[src/rtl/pit_pkg.sv]
package pit_pkg;

    localparam int BYTE_W   = 8;
    localparam int CNT_W    = 16;
    localparam int SPAN_W   = CNT_W + 1;
    localparam int MODE_W   = 3;
    localparam int NUM_CTR  = 2;
    localparam int DONE_BIT = 5;

    typedef enum logic [1:0] {
        PORT_C0  = 2'd0,
        PORT_GAP = 2'd1,
        PORT_C2  = 2'd2,
        PORT_CTL = 2'd3
    } port_e;

    localparam logic [1:0] ACC_LOHI = 2'b11;
    localparam logic [1:0] SEL_RDBK = 2'b11;
    localparam logic [MODE_W-1:0] MODE_ONESHOT = '0;

    typedef struct packed {
        logic [1:0]        sel;
        logic [1:0]        acc;
        logic [MODE_W-1:0] mode;
        logic              bcd;
    } ctl_word_t;

    typedef struct packed {
        logic             go;
        logic [CNT_W-1:0] value;
    } load_t;

    function automatic logic ctl_ok(ctl_word_t w);
        return (w.sel != SEL_RDBK) && (w.acc == ACC_LOHI) && !w.bcd;
    endfunction

    function automatic logic [SPAN_W-1:0] span_of(logic [CNT_W-1:0] v);
        return (v == '0) ? (SPAN_W'(1) << CNT_W) : {1'b0, v};
    endfunction

    // slot i maps to counter number 2*i (0 and 2); the same code is its data port
    function automatic logic [1:0] code_of(int i);
        return 2'(2 * i);
    endfunction

endpackage

[src/rtl/pit_regs.sv]
module pit_regs
    import pit_pkg::*;
(
    input  logic                clk,
    input  logic                rst,
    input  logic                wr_en_i,
    input  logic                rd_en_i,
    input  logic [1:0]          addr_i,
    input  logic [BYTE_W-1:0]   wdata_i,
    output load_t               load_o [NUM_CTR],
    output logic [MODE_W-1:0]   mode_o [NUM_CTR],
    output logic                err_o
);

    logic              half_q;
    logic [BYTE_W-1:0] lo_q;
    logic              err_q;
    logic [MODE_W-1:0] mode_q [NUM_CTR];
    ctl_word_t         cw;
    logic              data_wr;
    logic              ctl_wr;
    logic              bad;

    assign cw      = ctl_word_t'(wdata_i);
    assign ctl_wr  = wr_en_i && (addr_i == PORT_CTL);
    assign data_wr = wr_en_i && ((addr_i == PORT_C0) || (addr_i == PORT_C2));
    assign bad     = (ctl_wr && !ctl_ok(cw))
                   || (wr_en_i && (addr_i == PORT_GAP))
                   || (rd_en_i && (addr_i != PORT_CTL));

    always_ff @(posedge clk) begin
        if (rst) begin
            half_q <= 1'b0;
            lo_q   <= '0;
            err_q  <= 1'b0;
        end else begin
            if (bad) begin
                err_q <= 1'b1;
            end
            if (data_wr) begin
                if (half_q) begin
                    half_q <= 1'b0;
                end else begin
                    half_q <= 1'b1;
                    lo_q   <= wdata_i;
                end
            end
        end
    end

    for (genvar i = 0; i < NUM_CTR; i++) begin : g_slot
        localparam logic [1:0] CODE = code_of(i);

        always_ff @(posedge clk) begin
            if (rst) begin
                mode_q[i] <= MODE_ONESHOT;
            end else if (ctl_wr && ctl_ok(cw) && (cw.sel == CODE)) begin
                mode_q[i] <= cw.mode;
            end
        end

        assign load_o[i].go    = wr_en_i && (addr_i == CODE) && half_q;
        assign load_o[i].value = {wdata_i, lo_q};
        assign mode_o[i]       = mode_q[i];

        // a rejected control word leaves the stored mode as it was
        a_r4_bad_ctl_keeps_mode: assert property (@(posedge clk) disable iff (rst)
            (ctl_wr && !ctl_ok(cw)) |=> $stable(mode_q[i]));
    end

    assign err_o = err_q;

    // error flag is sticky
    a_r13_err_sticky: assert property (@(posedge clk) disable iff (rst)
        err_q |=> err_q);

    // every data-port byte flips the shared half-loaded flag
    a_r7_half_toggles: assert property (@(posedge clk) disable iff (rst)
        data_wr |=> (half_q != $past(half_q)));

endmodule

[src/rtl/pit_counter.sv]
module pit_counter
    import pit_pkg::*;
(
    input  logic              clk,
    input  logic              rst,
    input  logic              tick_i,
    input  load_t             load_i,
    input  logic [MODE_W-1:0] mode_i,
    output logic              expire_o,
    output logic              done_o
);

    logic              run_q;
    logic              exp_q;
    logic              done_q;
    logic [SPAN_W-1:0] cnt_q;
    logic [SPAN_W-1:0] rel_q;

    always_ff @(posedge clk) begin
        if (rst) begin
            run_q  <= 1'b0;
            exp_q  <= 1'b0;
            done_q <= 1'b0;
            cnt_q  <= '0;
            rel_q  <= '0;
        end else begin
            exp_q <= 1'b0;
            if (load_i.go) begin
                rel_q  <= span_of(load_i.value);
                cnt_q  <= span_of(load_i.value);
                run_q  <= 1'b1;
                done_q <= 1'b0;
            end else if (run_q && tick_i) begin
                if (cnt_q == SPAN_W'(1)) begin
                    exp_q <= 1'b1;
                    if (mode_i == MODE_ONESHOT) begin
                        run_q  <= 1'b0;
                        done_q <= 1'b1;
                    end else begin
                        cnt_q <= rel_q;
                    end
                end else begin
                    cnt_q <= cnt_q - SPAN_W'(1);
                end
            end
        end
    end

    assign expire_o = exp_q;
    assign done_o   = done_q;

    // a pulse only follows a counted tick of a running counter
    a_r12_expire_after_tick: assert property (@(posedge clk) disable iff (rst)
        exp_q |-> $past(run_q && tick_i));

    // pulse is one cycle wide
    a_r12_single_cycle: assert property (@(posedge clk) disable iff (rst)
        exp_q |=> !exp_q);

    // one-shot expiry halts and marks done
    a_r9_oneshot_stops: assert property (@(posedge clk) disable iff (rst)
        (exp_q && ($past(mode_i) == MODE_ONESHOT)) |-> (!run_q && done_q));

    // periodic expiry reloads and keeps running
    a_r10_periodic_reload: assert property (@(posedge clk) disable iff (rst)
        (exp_q && ($past(mode_i) != MODE_ONESHOT)) |-> (run_q && cnt_q == rel_q));

    // a completed load clears status and starts the counter
    a_r11_start_clears: assert property (@(posedge clk) disable iff (rst)
        $past(load_i.go) |-> (!done_q && run_q));

endmodule

[src/rtl/pit_timer.sv]
module pit_timer
    import pit_pkg::*;
(
    input  logic              clk,
    input  logic              rst,
    input  logic              wr_en_i,
    input  logic              rd_en_i,
    input  logic [1:0]        addr_i,
    input  logic [7:0]        wdata_i,
    input  logic              tick_i,
    output logic [7:0]        rdata_o,
    output logic [1:0]        expire_o,
    output logic              err_o
);

    load_t             load   [NUM_CTR];
    logic [MODE_W-1:0] mode   [NUM_CTR];
    logic [NUM_CTR-1:0] done;
    localparam int     STAT_SLOT = NUM_CTR - 1;

    pit_regs u_regs (
        .clk     (clk),
        .rst     (rst),
        .wr_en_i (wr_en_i),
        .rd_en_i (rd_en_i),
        .addr_i  (addr_i),
        .wdata_i (wdata_i),
        .load_o  (load),
        .mode_o  (mode),
        .err_o   (err_o)
    );

    for (genvar i = 0; i < NUM_CTR; i++) begin : g_ctr
        pit_counter u_ctr (
            .clk      (clk),
            .rst      (rst),
            .tick_i   (tick_i),
            .load_i   (load[i]),
            .mode_i   (mode[i]),
            .expire_o (expire_o[i]),
            .done_o   (done[i])
        );

        // done bit only rises together with that counter's expiry pulse
        a_r9_done_with_expiry: assert property (@(posedge clk) disable iff (rst)
            $rose(done[i]) |-> expire_o[i]);
    end

    always_comb begin
        rdata_o = '0;
        if (addr_i == PORT_CTL) begin
            rdata_o[DONE_BIT] = done[STAT_SLOT];
        end
    end

endmodule

[config.mk]
export PLATFORM = sky130hd
export DESIGN_NAME = pit_timer
export DESIGN_NICKNAME = d
export VERILOG_FILES = /design/src/rtl/pit_pkg.sv /design/src/rtl/pit_regs.sv /design/src/rtl/pit_counter.sv /design/src/rtl/pit_timer.sv
export SDC_FILE = /design/constraint.sdc
export NUM_CORES = 1
export LEC_CHECK = 0
export BUFFER_PORTS_ARGS = -buffer_cell sky130_fd_sc_hd__buf_2
export CAP_MARGIN = 20
export CORE_ASPECT_RATIO = 0.5
export CORE_MARGIN = 4
export CORE_UTILIZATION = 55
export DETAILED_ROUTE_END_ITERATION = 7
export PLACE_DENSITY = 0.73
export SYNTH_ARGS = -nofsm -noshare
export SYNTH_HDL_FRONTEND = slang
export SYNTH_SLANG_ARGS = --single-unit
[constraint.sdc]
create_clock -name clk -period 2.45 [get_ports clk]
set_input_delay 0.49 -clock clk [delete_from_list [all_inputs] [get_ports clk]]
set_output_delay 0.49 -clock clk [all_outputs]
set_load 0.01 [all_outputs]
==> results by group, run 1 <==
Yosys
  – Largest family of logic cells by synthesized area: simple AND/OR/NAND/NOR gates
  – Post-synth EDFFs: 6
  – Mux cell area share after synthesis: 0.0307
  – Cells after Synth: 577
  – Synth Area in Adders: 0.0108
  – Flops & latches, synth: 89
  – Synthesized area: 4650 sq um
  – Post-Synth XOR/XNOR Area: 0.0226
  – Syn Area/Cell: 8.06 sq um
  – Synth warn: 0
  – Top_reg_cell synth: dfxtp_1
  – Sequential fraction of the synthesis area: 0.396
  – Distinct cell type count after synthesis: 69
  – Post-Synth Simple-Gate Area: 0.274
  – Compound-Gate Fraction of Synth Area: 0.200
  – Post-synth ARST share: 0

Clocking
  – Worst-Skew Late Latency: 0.35 ns
  – Resized cells post-CTS: 0
  – Hold_buf cts: 0
  – Number of H-tree levels: 3
  – Post-CTS Setup Bufs: 0
  – Clk root buf: clkbuf_16
  – CTS max path bufs: 2
  – CTS tree: built
  – Num CTS Buffers: 9
  – Clk pin slew, worst setup/hold paths: 0.07 ns
  – CTS sink cnt: 89

Timing
  – Fin. Hold Viols: 0
  – Final Setup Violations: 0
  – Post-route setup TNS: 0 ns
  – Slew margin rel.: 0.321
  – Slew @ Worst Pin: 1.01 ns
  – Layout Skew: 0.00702 ns
  – Worst hold slack: 0.433 ns
  – Period minus WS final: 2.29 ns
  – Fmax: 436 MHz
  – RSZ-0062 raised after global routing: no
  – Period utilization: 0.935
  – Slew Limit Fails: 0

Setup path
  – CP max FO: 7
  – Crit path largest cell delay: 0.54 ns
  – Critical path type: flop to flop
  – Worst Path Required: 2.67 ns
  – Worst setup EP type: flop
  – Worst path arrival time: 2.52 ns
  – Worst R2R Path Depth: 7
  – Crit-path slowest cell: or4_1
  – CP Cell Sequence: inv_1 > ha_1 > or3b_1 > or4_1 > or4_4 > o211ai_2 > a31oi_1
  – Startpoint Class: flop

Floorplanning
  – Initial Util: 0.573
  – Die extent in y: 73.0 microns
  – Die Area: 10100 sq um
  – Die width: 138 microns
  – IO Pins: 26
  – Core area: 8120 sq um
  – Row cnt: 23

Power
  – Peak supply drop: 0.379 mV
  – Pwr dens: 624 nW/um^2
  – Cell leakage power: 2.03 nW

Final layout
  – Final Cell Area: 5190 sq um
  – Filler cell count: 734
  – N_diodes: 0
  – Share of cells above drive strength 1: 0.133
  – Nets@finish: 614
  – Area Overhead vs Synth: 11.7%

Global route
  – Number of global-route vias before repair: 4205
  – Grt ovf: 0
  – Largest net degree at the start of global routing: 26
  – Initial antenna violation count: 0
  – Overall Global Routing Usage: 0.263
  – First-pass GRT wire length: 21.2 mm

Drt
  – DRT antenna net count: 0
  – Detailed-route wire length: 12.8 mm
  – Via-to-Cell Ratio: 6.29
  – TritonRoute pass-1 iters: 5
  – Post-route DRC: 0
  – Starting DRT DRC Count: 412
  – Vias: 4480
  – Per-cell routed wire length: 17.9 microns

Placed design
  – Placed inst area: 4900 sq um
  – Port-buffer cells: 18
  – GPL Wtd Cong: 0.910
  – DP HPWL: 8.62 mm

Flow run
  – Max Cap Viol: 0

Status
  – Outcome: finished, final reports clean

Hold path
  – Worst Hold Depth: 3
  – Hold crit path type: input port to flop
-- metal layers --
metal  global-route usage  up-vias  wire length [microns]
li1                     -     2125                      -
met1                0.349     2166                   5950
met2                0.428      171                   5770
met3               0.0615       18                    851
met4               0.0887        0                    195
met5                    0        -                      0
-- kinds of logic after synthesis --
group,Yosys count
adders and majority gates,4
AOI/OAI and AO/OA,143
other,1
and+or+nand+nor,257
xor gates and xnor gates,12
DFF,89
muxes,14
buffers and inverters,57
-- synthesized netlist by cell type, drive strengths merged (2+ instances only) --
library cell   n  area [sq um]
and3           7          45.1
ha             4          50.1
o311ai         2          17.5
mux2           2          22.5
inv            7          26.3
edfxtp         6           180
or3            5          31.3
xor2           9          78.8
nor4b          2          23.8
xnor2          3          26.3
a211oi        13          97.6
clkbuf        28           135
a21oi         51           255
or4            5          41.3
nor3b          2          15.0
a221oi         2          17.5
nand3b         3          22.5
nor3          17          85.1
buf           22           141
and4           3          26.3
o41ai          2          17.5
a221o         14           140
nor2          53           201
o211ai         5          42.5
o21ai         27           139
nand4         14          87.6
or2            2          12.5
mux2i         12           120
a31oi          9          56.3
nor4          17           119
o221ai         2          17.5
nand3         17          90.1
nand2b         3          18.8
nand2         93           349
o31ai          5          37.5
dfxtp         83          1660
o21a           2          15.0
and2           8          50.1
-- per-stage QoR --
step                worst slack [ns]   util  instances  total power [mW]
CTS                            0.168  0.640        712              3.24
global placement               0.213  0.604        696              1.91
global route                  0.0128  0.640        712              3.35
floorplan                     0.0918      -        583              1.81
detailed placement             0.182  0.604        696              1.92
finish                         0.158  0.640        712              3.24
-- power by group --
part	total (mW)	leakage, nW	internal (mW)	switching (mW)
Clock	1.35	0.133	0.752	0.593
Sequential	1.53	0.728	1.49	0.0394
Combinational	0.361	1.16	0.145	0.216
-- final cells by class --
class	instances	area (sq um)	area share
Clock buffer	11	254	0.0489
Tap cell	112	140	0.0270
Multi-Input combinational cell	437	2540	0.490
Clock inverter	5	37.5	0.00723
Inverter	7	26.3	0.00506
Sequential cell	89	1840	0.355
Timing Repair Buffer	51	350	0.0675
-- critical path: cells and delay by family (launching register included) --
kind,cells,cell delay [ns]
fa+ha+maj,1,0.15
simple gates,3,1.38
flops,1,0.33
buf+inv,1,0.08
compound gates,2,0.22
-- registers in the layout, summed over array words and instances, names as in the netlist --
name and count:
g_ctr.u_ctr.cnt_q 34, g_ctr.u_ctr.rel_q 34, u_regs.half_q 1, g_ctr.u_ctr.done_o 1, g_ctr.u_ctr.run_q 2, u_regs.err_o 1, u_regs.lo_q 8, u_regs.mode_q 6
g_ctr.u_ctr.expire_o 2
-- cell usage in the layout (no fill, tap or decap), drive strengths merged, types with 8 or more instances in the layout --
cell type / netlist / layout
buf: 22 / 51
nand3: 17 / 17
and2: 8 / 8
nor2: 53 / 53
xor2: 9 / 9
nand2: 93 / 93
dfxtp: 83 / 83
a31oi: 9 / 9
o21ai: 27 / 27
nor4: 17 / 17
inv: 7 / 8
a21oi: 51 / 51
nand4: 14 / 14
a221o: 14 / 14
a211oi: 13 / 13
mux2i: 12 / 12
clkbuf: 28 / 11
nor3: 17 / 17
-- path summary, 6_finish.rpt --
path	end	start	slack, ns
max	g_ctr[1].u_ctr.cnt_q[10]	g_ctr[1].u_ctr.cnt_q[1]	0.16
min	u_regs.err_o	rd_en_i	0.43
max reg2reg	g_ctr[1].u_ctr.cnt_q[10]	g_ctr[1].u_ctr.cnt_q[1]	0.16
min reg2reg	g_ctr[1].u_ctr.rel_q[1]	g_ctr[1].u_ctr.rel_q[1]	0.46
Note: power is estimated with default switching activity, not from simulation.
==> run 2: changes to the inputs <==
--- a/config.mk
+++ b/config.mk
@@ -7,11 +7,13 @@
 export LEC_CHECK = 0
 export BUFFER_PORTS_ARGS = -buffer_cell sky130_fd_sc_hd__buf_2
 export CAP_MARGIN = 20
-export CORE_ASPECT_RATIO = 0.5
+export CELL_PAD_IN_SITES_DETAIL_PLACEMENT = 1
+export CELL_PAD_IN_SITES_GLOBAL_PLACEMENT = 1
+export CORE_ASPECT_RATIO = 0.9
 export CORE_MARGIN = 4
-export CORE_UTILIZATION = 55
+export CORE_UTILIZATION = 41
 export DETAILED_ROUTE_END_ITERATION = 7
-export PLACE_DENSITY = 0.73
+export PLACE_DENSITY = 0.72
 export SYNTH_ARGS = -nofsm -noshare
 export SYNTH_HDL_FRONTEND = slang
 export SYNTH_SLANG_ARGS = --single-unit
==> run 2 against run 1 <==
Combinational power rose by 11%. Sequential cell count did not move. Clock-buffer cell count did not move. Global-route usage fell by 0.83 points. Maximum frequency rose by 1.5%. Largest cell class unchanged. Largest power group is now clock. Highest routed layer unchanged.
==> results by group, run 2 (synthesis results as in run 1) <==
Status
  – Outcome: finished, final reports clean (unchanged)

Clocking
  – Num CTS Buffers: 9 (unchanged)
  – Number of H-tree levels: 3 (unchanged)
  – Clk root buf: clkbuf_16 (unchanged)
  – CTS tree: built (unchanged)
  – CTS sink cnt: 89 (unchanged)
  – Hold_buf cts: 0 (unchanged)
  – Worst-Skew Late Latency: 0.36 ns (was 0.35 ns)
  – Clk pin slew, worst setup/hold paths: 0.06 ns (was 0.07 ns)
  – CTS max path bufs: 2 (unchanged)
  – Post-CTS Setup Bufs: 0 (unchanged)
  – Resized cells post-CTS: 0 (unchanged)

Power
  – Power, Total: 3.50 mW (was 3.24 mW)
  – Peak supply drop: 0.490 mV (was 0.379 mV)
  – Comb pwr share: 0.115 (was 0.111)
  – Internal: 2.60 mW (was 2.39 mW)
  – Switching Share: 0.256 (was 0.262)
  – Sequential share of power: 0.438 (was 0.473)
  – Pwr dens: 645 nW/um^2 (was 624 nW/um^2)
  – Clock network power share: 0.447 (was 0.415)
  – Cell leakage power: 2.13 nW (was 2.03 nW)
  – Psw: 0.896 mW (was 0.849 mW)

Floorplanning
  – Die Area: 13100 sq um (was 10100 sq um)
  – Initial Util: 0.425 (was 0.573)
  – Core area: 10900 sq um (was 8120 sq um)
  – Die width: 120 microns (was 138 microns)
  – Row cnt: 36 (was 23)
  – IO Pins: 26 (unchanged)
  – Die extent in y: 109 microns (was 73.0 microns)

Timing
  – Slew Limit Fails: 0 (unchanged)
  – Slew margin rel.: 0.252 (was 0.321)
  – Final Setup Violations: 0 (unchanged)
  – Worst hold slack: 0.446 ns (was 0.433 ns)
  – Period minus WS final: 2.26 ns (was 2.29 ns)
  – Period utilization: 0.922 (was 0.935)
  – RSZ-0062 raised after global routing: no (unchanged)
  – Layout Skew: 0.00773 ns (was 0.00702 ns)
  – Fmax: 443 MHz (was 436 MHz)
  – Slew @ Worst Pin: 1.12 ns (was 1.01 ns)
  – Fin. Hold Viols: 0 (unchanged)
  – Post-route setup TNS: 0 ns (unchanged)

Placed design
  – DP HPWL: 11.4 mm (was 8.62 mm)
  – DP Cell Count: 752 (was 696)
  – Port-buffer cells: 18 (unchanged)
  – GPL Wtd Cong: 0.914 (was 0.910)

Final layout
  – Filler cell count: 1356 (was 734)
  – Fin util: 0.495 (was 0.640)
  – Largest registers: g_ctr.u_ctr.cnt_q (34), g_ctr.u_ctr.rel_q (34), u_regs.lo_q (8) (unchanged)
  – Most common cell after layout, fill and taps aside: nand2_1 (unchanged)
  – Share of cells above drive strength 1: 0.161 (was 0.133)
  – N_diodes: 0 (unchanged)
  – Nets@finish: 630 (was 614)
  – Area Overhead vs Synth: 16.6% (was 11.7%)
  – Post-Layout Cell Count: 768 (was 712)
  – Most frequent cells in the layout: nand2_1, dfxtp_1, nor2_1 (unchanged)

Setup path
  – Critical path type: flop to flop (unchanged)
  – Crit path depth: 7 (unchanged)
  – CP bufs+invs: 1 (unchanged)
  – Crit-path leading delay family: simple AND/OR/NAND/NOR gates (unchanged)
  – CP max FO: 7 (unchanged)
  – Worst R2R Path Depth: 7 (unchanged)
  – Startpoint Class: flop (unchanged)
  – Crit-path slowest cell: or4_4 (was or4_1)
  – Crit path largest cell delay: 0.49 ns (was 0.54 ns)
  – CP dominant cell by count: or4_4
  – CP Cell Sequence: inv_1 > ha_1 > or3b_1 > or4_4 > or4_4 > o211ai_2 > a31oi_1 (was inv_1 > ha_1 > or3b_1 > or4_1 > or4_4 > o211ai_2 > a31oi_1)
  – Worst Path Required: 2.69 ns (was 2.67 ns)
  – Worst setup EP type: flop (unchanged)
  – Worst path arrival time: 2.50 ns (was 2.52 ns)

Global route
  – Initial antenna violation count: 0 (unchanged)
  – First-pass GRT wire length: 25.7 mm (was 21.2 mm)
  – Largest net degree at the start of global routing: 21 (was 26)
  – Number of global-route vias before repair: 4583 (was 4205)
  – Grt ovf: 0 (unchanged)
  – Overall Global Routing Usage: 0.254 (was 0.263)

Hold path
  – Worst Hold Depth: 3 (unchanged)
  – Hold crit path type: input port to flop (unchanged)

Drt
  – Vias: 4583 (was 4480)
  – DRT antenna net count: 0 (unchanged)
  – TritonRoute pass-1 iters: 5 (unchanged)
  – Starting DRT DRC Count: 320 (was 412)
  – Via-to-Cell Ratio: 5.97 (was 6.29)
  – Detailed-route wire length: 15.9 mm (was 12.8 mm)
  – Post-route DRC: 0 (unchanged)
  – Per-cell routed wire length: 20.8 microns (was 17.9 microns)

Flow run
  – Max Cap Viol: 0 (unchanged)
run 2: per-stage QoR:
| step | area (sq um) | setup slack [ns] |
|---|---|---|
| floorplan | 4670 | 0.0918 |
| global placement | 5070 | 0.170 |
| detailed placement | 5070 | 0.116 |
| CTS | 5400 | 0.102 |
| global route | 5420 | 0.0902 |
| finish | 5420 | 0.192 |
run 2: routing by layer:
| layer | track usage | vias up | part of all wire |
|---|---|---|---|
| met5 | 0 | - | 0 |
| met4 | 0.0680 | 0 | 0.013 |
| met3 | 0.0576 | 20 | 0.051 |
| met2 | 0.387 | 108 | 0.45 |
| met1 | 0.365 | 2299 | 0.49 |
| li1 | - | 2156 | - |
run 2: cell type report:
class	instances	area [sq um]	area share
Sequential cell	89	1840	0.340
Clock inverter	5	77.6	0.0143
Clock buffer	11	253	0.0466
Tap cell	152	190	0.0351
Inverter	7	26.3	0.00485
Multi-Input combinational cell	437	2560	0.473
Timing Repair Buffer	67	470	0.0868
run 2: worst paths after layout:
path / start / endpoint / slack (ns)
max: g_ctr[1].u_ctr.cnt_q[1] / g_ctr[1].u_ctr.cnt_q[10] / 0.19
min: rd_en_i / u_regs.err_o / 0.45
min reg2reg: g_ctr[0].u_ctr.rel_q[12] / g_ctr[0].u_ctr.rel_q[12] / 0.46
max reg2reg: g_ctr[1].u_ctr.cnt_q[1] / g_ctr[1].u_ctr.cnt_q[10] / 0.19
run 2: worst min-delay path, stage by stage:
cell and delay, ns:
buf_2 0.07, a21oi_1 0.05, a21oi_1 0.14
run 2: power groups by stage:
stage | clock (mW) | combinational, mW | sequential (mW)
after detailed placement | 0 | 0.391 | 1.56
after global placement | 0 | 0.379 | 1.56
after CTS | 1.58 | 0.395 | 1.53
after global routing | 1.65 | 0.438 | 1.54
final | 1.56 | 0.402 | 1.53
after floorplan | 0 | 0.260 | 1.55
==> run 3: changes to the inputs <==
--- a/config.mk
+++ b/config.mk
@@ -14,6 +14,7 @@
 export CORE_UTILIZATION = 41
 export DETAILED_ROUTE_END_ITERATION = 7
 export PLACE_DENSITY = 0.72
+export RECOVER_POWER = 50
 export SYNTH_ARGS = -nofsm -noshare
 export SYNTH_HDL_FRONTEND = slang
 export SYNTH_SLANG_ARGS = --single-unit
==> run 3 against run 2 <==
Critical endpoint unchanged. Register-to-register slack hardly changed. Clock power about the same. Highest routed layer unchanged. Power shrank 0.28%. Worst setup slack improved by 0.0099 ns.
==> results by group, run 3 (synthesis results as in run 1) <==
Clocking
  – CTS sink cnt: 89 (unchanged)
  – Worst-Skew Late Latency: 0.36 ns (about the same)
  – Num CTS Buffers: 9 (unchanged)
  – Post-CTS Setup Bufs: 0 (unchanged)
  – Hold_buf cts: 0 (unchanged)
  – CTS max path bufs: 2 (unchanged)
  – CTS tree: built (unchanged)
  – Number of H-tree levels: 3 (unchanged)
  – Clk root buf: clkbuf_16 (unchanged)
  – Clk pin slew, worst setup/hold paths: 0.06 ns (about the same)
  – Resized cells post-CTS: 0 (unchanged)

Floorplanning
  – Die Area: 13100 sq um (unchanged)
  – IO Pins: 26 (unchanged)
  – Die width: 120 microns (unchanged)
  – Row cnt: 36 (unchanged)
  – Initial Util: 0.425 (unchanged)
  – Die extent in y: 109 microns (unchanged)
  – Core area: 10900 sq um (unchanged)

Final layout
  – Share of cells above drive strength 1: 0.140 (was 0.161)
  – N_diodes: 0 (unchanged)
  – Post-Layout Cell Count: 768 (unchanged)
  – Fin util: 0.491 (was 0.495)
  – Filler cell count: 1361 (was 1356)
  – Nets@finish: 630 (unchanged)
  – Largest registers: g_ctr.u_ctr.cnt_q (34), g_ctr.u_ctr.rel_q (34), u_regs.lo_q (8) (unchanged)
  – Most common cell after layout, fill and taps aside: nand2_1 (unchanged)
  – Most frequent cells in the layout: nand2_1, dfxtp_1, nor2_1 (unchanged)
  – Area Overhead vs Synth: 15.7% (was 16.6%)

Timing
  – Period utilization: 0.918 (was 0.922)
  – RSZ-0062 raised after global routing: no (unchanged)
  – Layout Skew: 0.00818 ns (was 0.00773 ns)
  – Post-route setup TNS: 0 ns (unchanged)
  – Slew margin rel.: 0.268 (was 0.252)
  – Worst hold slack: 0.444 ns (was 0.446 ns)
  – Period minus WS final: 2.25 ns (was 2.26 ns)
  – Final Setup Violations: 0 (unchanged)
  – Fin. Hold Viols: 0 (unchanged)
  – Slew @ Worst Pin: 1.09 ns (was 1.12 ns)
  – Slew Limit Fails: 0 (unchanged)
  – Fmax: 445 MHz (was 443 MHz)
  – Worst Setup Slack, final: 0.202 ns (was 0.192 ns)

Setup path
  – Worst path arrival time: 2.49 ns (was 2.50 ns)
  – Critical path type: flop to flop (unchanged)
  – CP max FO: 7 (unchanged)
  – Worst Path Required: 2.69 ns (about the same)
  – Crit-path slowest cell: or4_4 (unchanged)
  – CP bufs+invs: 1 (unchanged)
  – Startpoint Class: flop (unchanged)
  – Worst setup EP type: flop (unchanged)
  – CP dominant cell by count: or4_4 (unchanged)
  – CP Cell Sequence: inv_1 > ha_1 > or3b_1 > or4_4 > or4_4 > o211ai_2 > a31oi_1 (unchanged)
  – Crit-path leading delay family: simple AND/OR/NAND/NOR gates (unchanged)
  – Crit path largest cell delay: 0.49 ns (about the same)

Placed design
  – Pre-CTS setup slack: 0.116 ns (unchanged)
  – Port-buffer cells: 18 (unchanged)
  – DP HPWL: 11.4 mm (unchanged)
  – GPL Wtd Cong: 0.914 (unchanged)
  – DP Cell Count: 752 (unchanged)

Global route
  – Overall Global Routing Usage: 0.254 (unchanged)
  – Grt ovf: 0 (unchanged)
  – First-pass GRT wire length: 25.7 mm (unchanged)
  – Initial antenna violation count: 0 (unchanged)
  – Number of global-route vias before repair: 4583 (unchanged)
  – Largest net degree at the start of global routing: 21 (unchanged)

Drt
  – Per-cell routed wire length: 20.6 microns (was 20.8 microns)
  – Starting DRT DRC Count: 316 (was 320)
  – DRT antenna net count: 0 (unchanged)
  – Detailed-route wire length: 15.9 mm (about the same)
  – Post-route DRC: 0 (unchanged)
  – TritonRoute pass-1 iters: 5 (unchanged)
  – Vias: 4594 (was 4583)
  – Via-to-Cell Ratio: 5.98 (was 5.97)

Flow run
  – Max Cap Viol: 0 (unchanged)

Power
  – Peak supply drop: 0.488 mV (was 0.490 mV)
  – Cell leakage power: 2.08 nW (was 2.13 nW)
  – Pwr dens: 648 nW/um^2 (was 645 nW/um^2)

Hold path
  – Hold crit path type: input port to flop (unchanged)

Status
  – Outcome: finished, final reports clean (unchanged)
-- run 3: final cells by class --
| class | instances | area (sq um) | area share |
|---|---|---|---|
| Multi-Input combinational cell | 437 | 2550 | 0.473 |
| Sequential cell | 89 | 1840 | 0.342 |
| Timing Repair Buffer | 67 | 443 | 0.0824 |
| Clock buffer | 11 | 253 | 0.0470 |
| Tap cell | 152 | 190 | 0.0354 |
| Clock inverter | 5 | 77.6 | 0.0144 |
| Inverter | 7 | 26.3 | 0.00489 |
-- run 3: layer usage --
metal | GRT usage | routed length [microns]
met5 | 0 | 0
met2 | 0.387 | 7060
met1 | 0.365 | 7710
met3 | 0.0576 | 873
met4 | 0.0680 | 209
-- run 3: power breakdown --
part	switching, mW	total (mW)	internal [mW]
combinational	0.241	0.395	0.154
clock	0.613	1.56	0.946
sequential	0.0383	1.53	1.49
total	0.892	3.49	2.59
-- run 3: through the flow --
stage	instance area, sq um	total power, mW
after floorplan	4670	1.81
after global placement	5070	1.94
after detailed placement	5070	1.96
after CTS	5400	3.50
after global routing	5380	3.62
final	5380	3.49
-- run 3: final timing paths --
kind                            slack (ns)  cells past startpoint                       end                      from
worst max-delay path                  0.20                      7  g_ctr[1].u_ctr.cnt_q[10]   g_ctr[1].u_ctr.cnt_q[1]
worst max register to register        0.20                      7  g_ctr[1].u_ctr.cnt_q[10]   g_ctr[1].u_ctr.cnt_q[1]
worst min-delay path                  0.44                      3              u_regs.err_o                   rd_en_i
worst min register to register        0.46                      2  g_ctr[0].u_ctr.rel_q[11]  g_ctr[0].u_ctr.rel_q[11]
-- run 3: worst reg2reg max path, cell delays in order, from the launching register on --
cell      delay (ns)
dfxtp_1         0.33
inv_1           0.09
ha_1            0.17
or3b_1          0.38
or4_4           0.49
or4_4           0.44
o211ai_2        0.14
a31oi_1         0.09
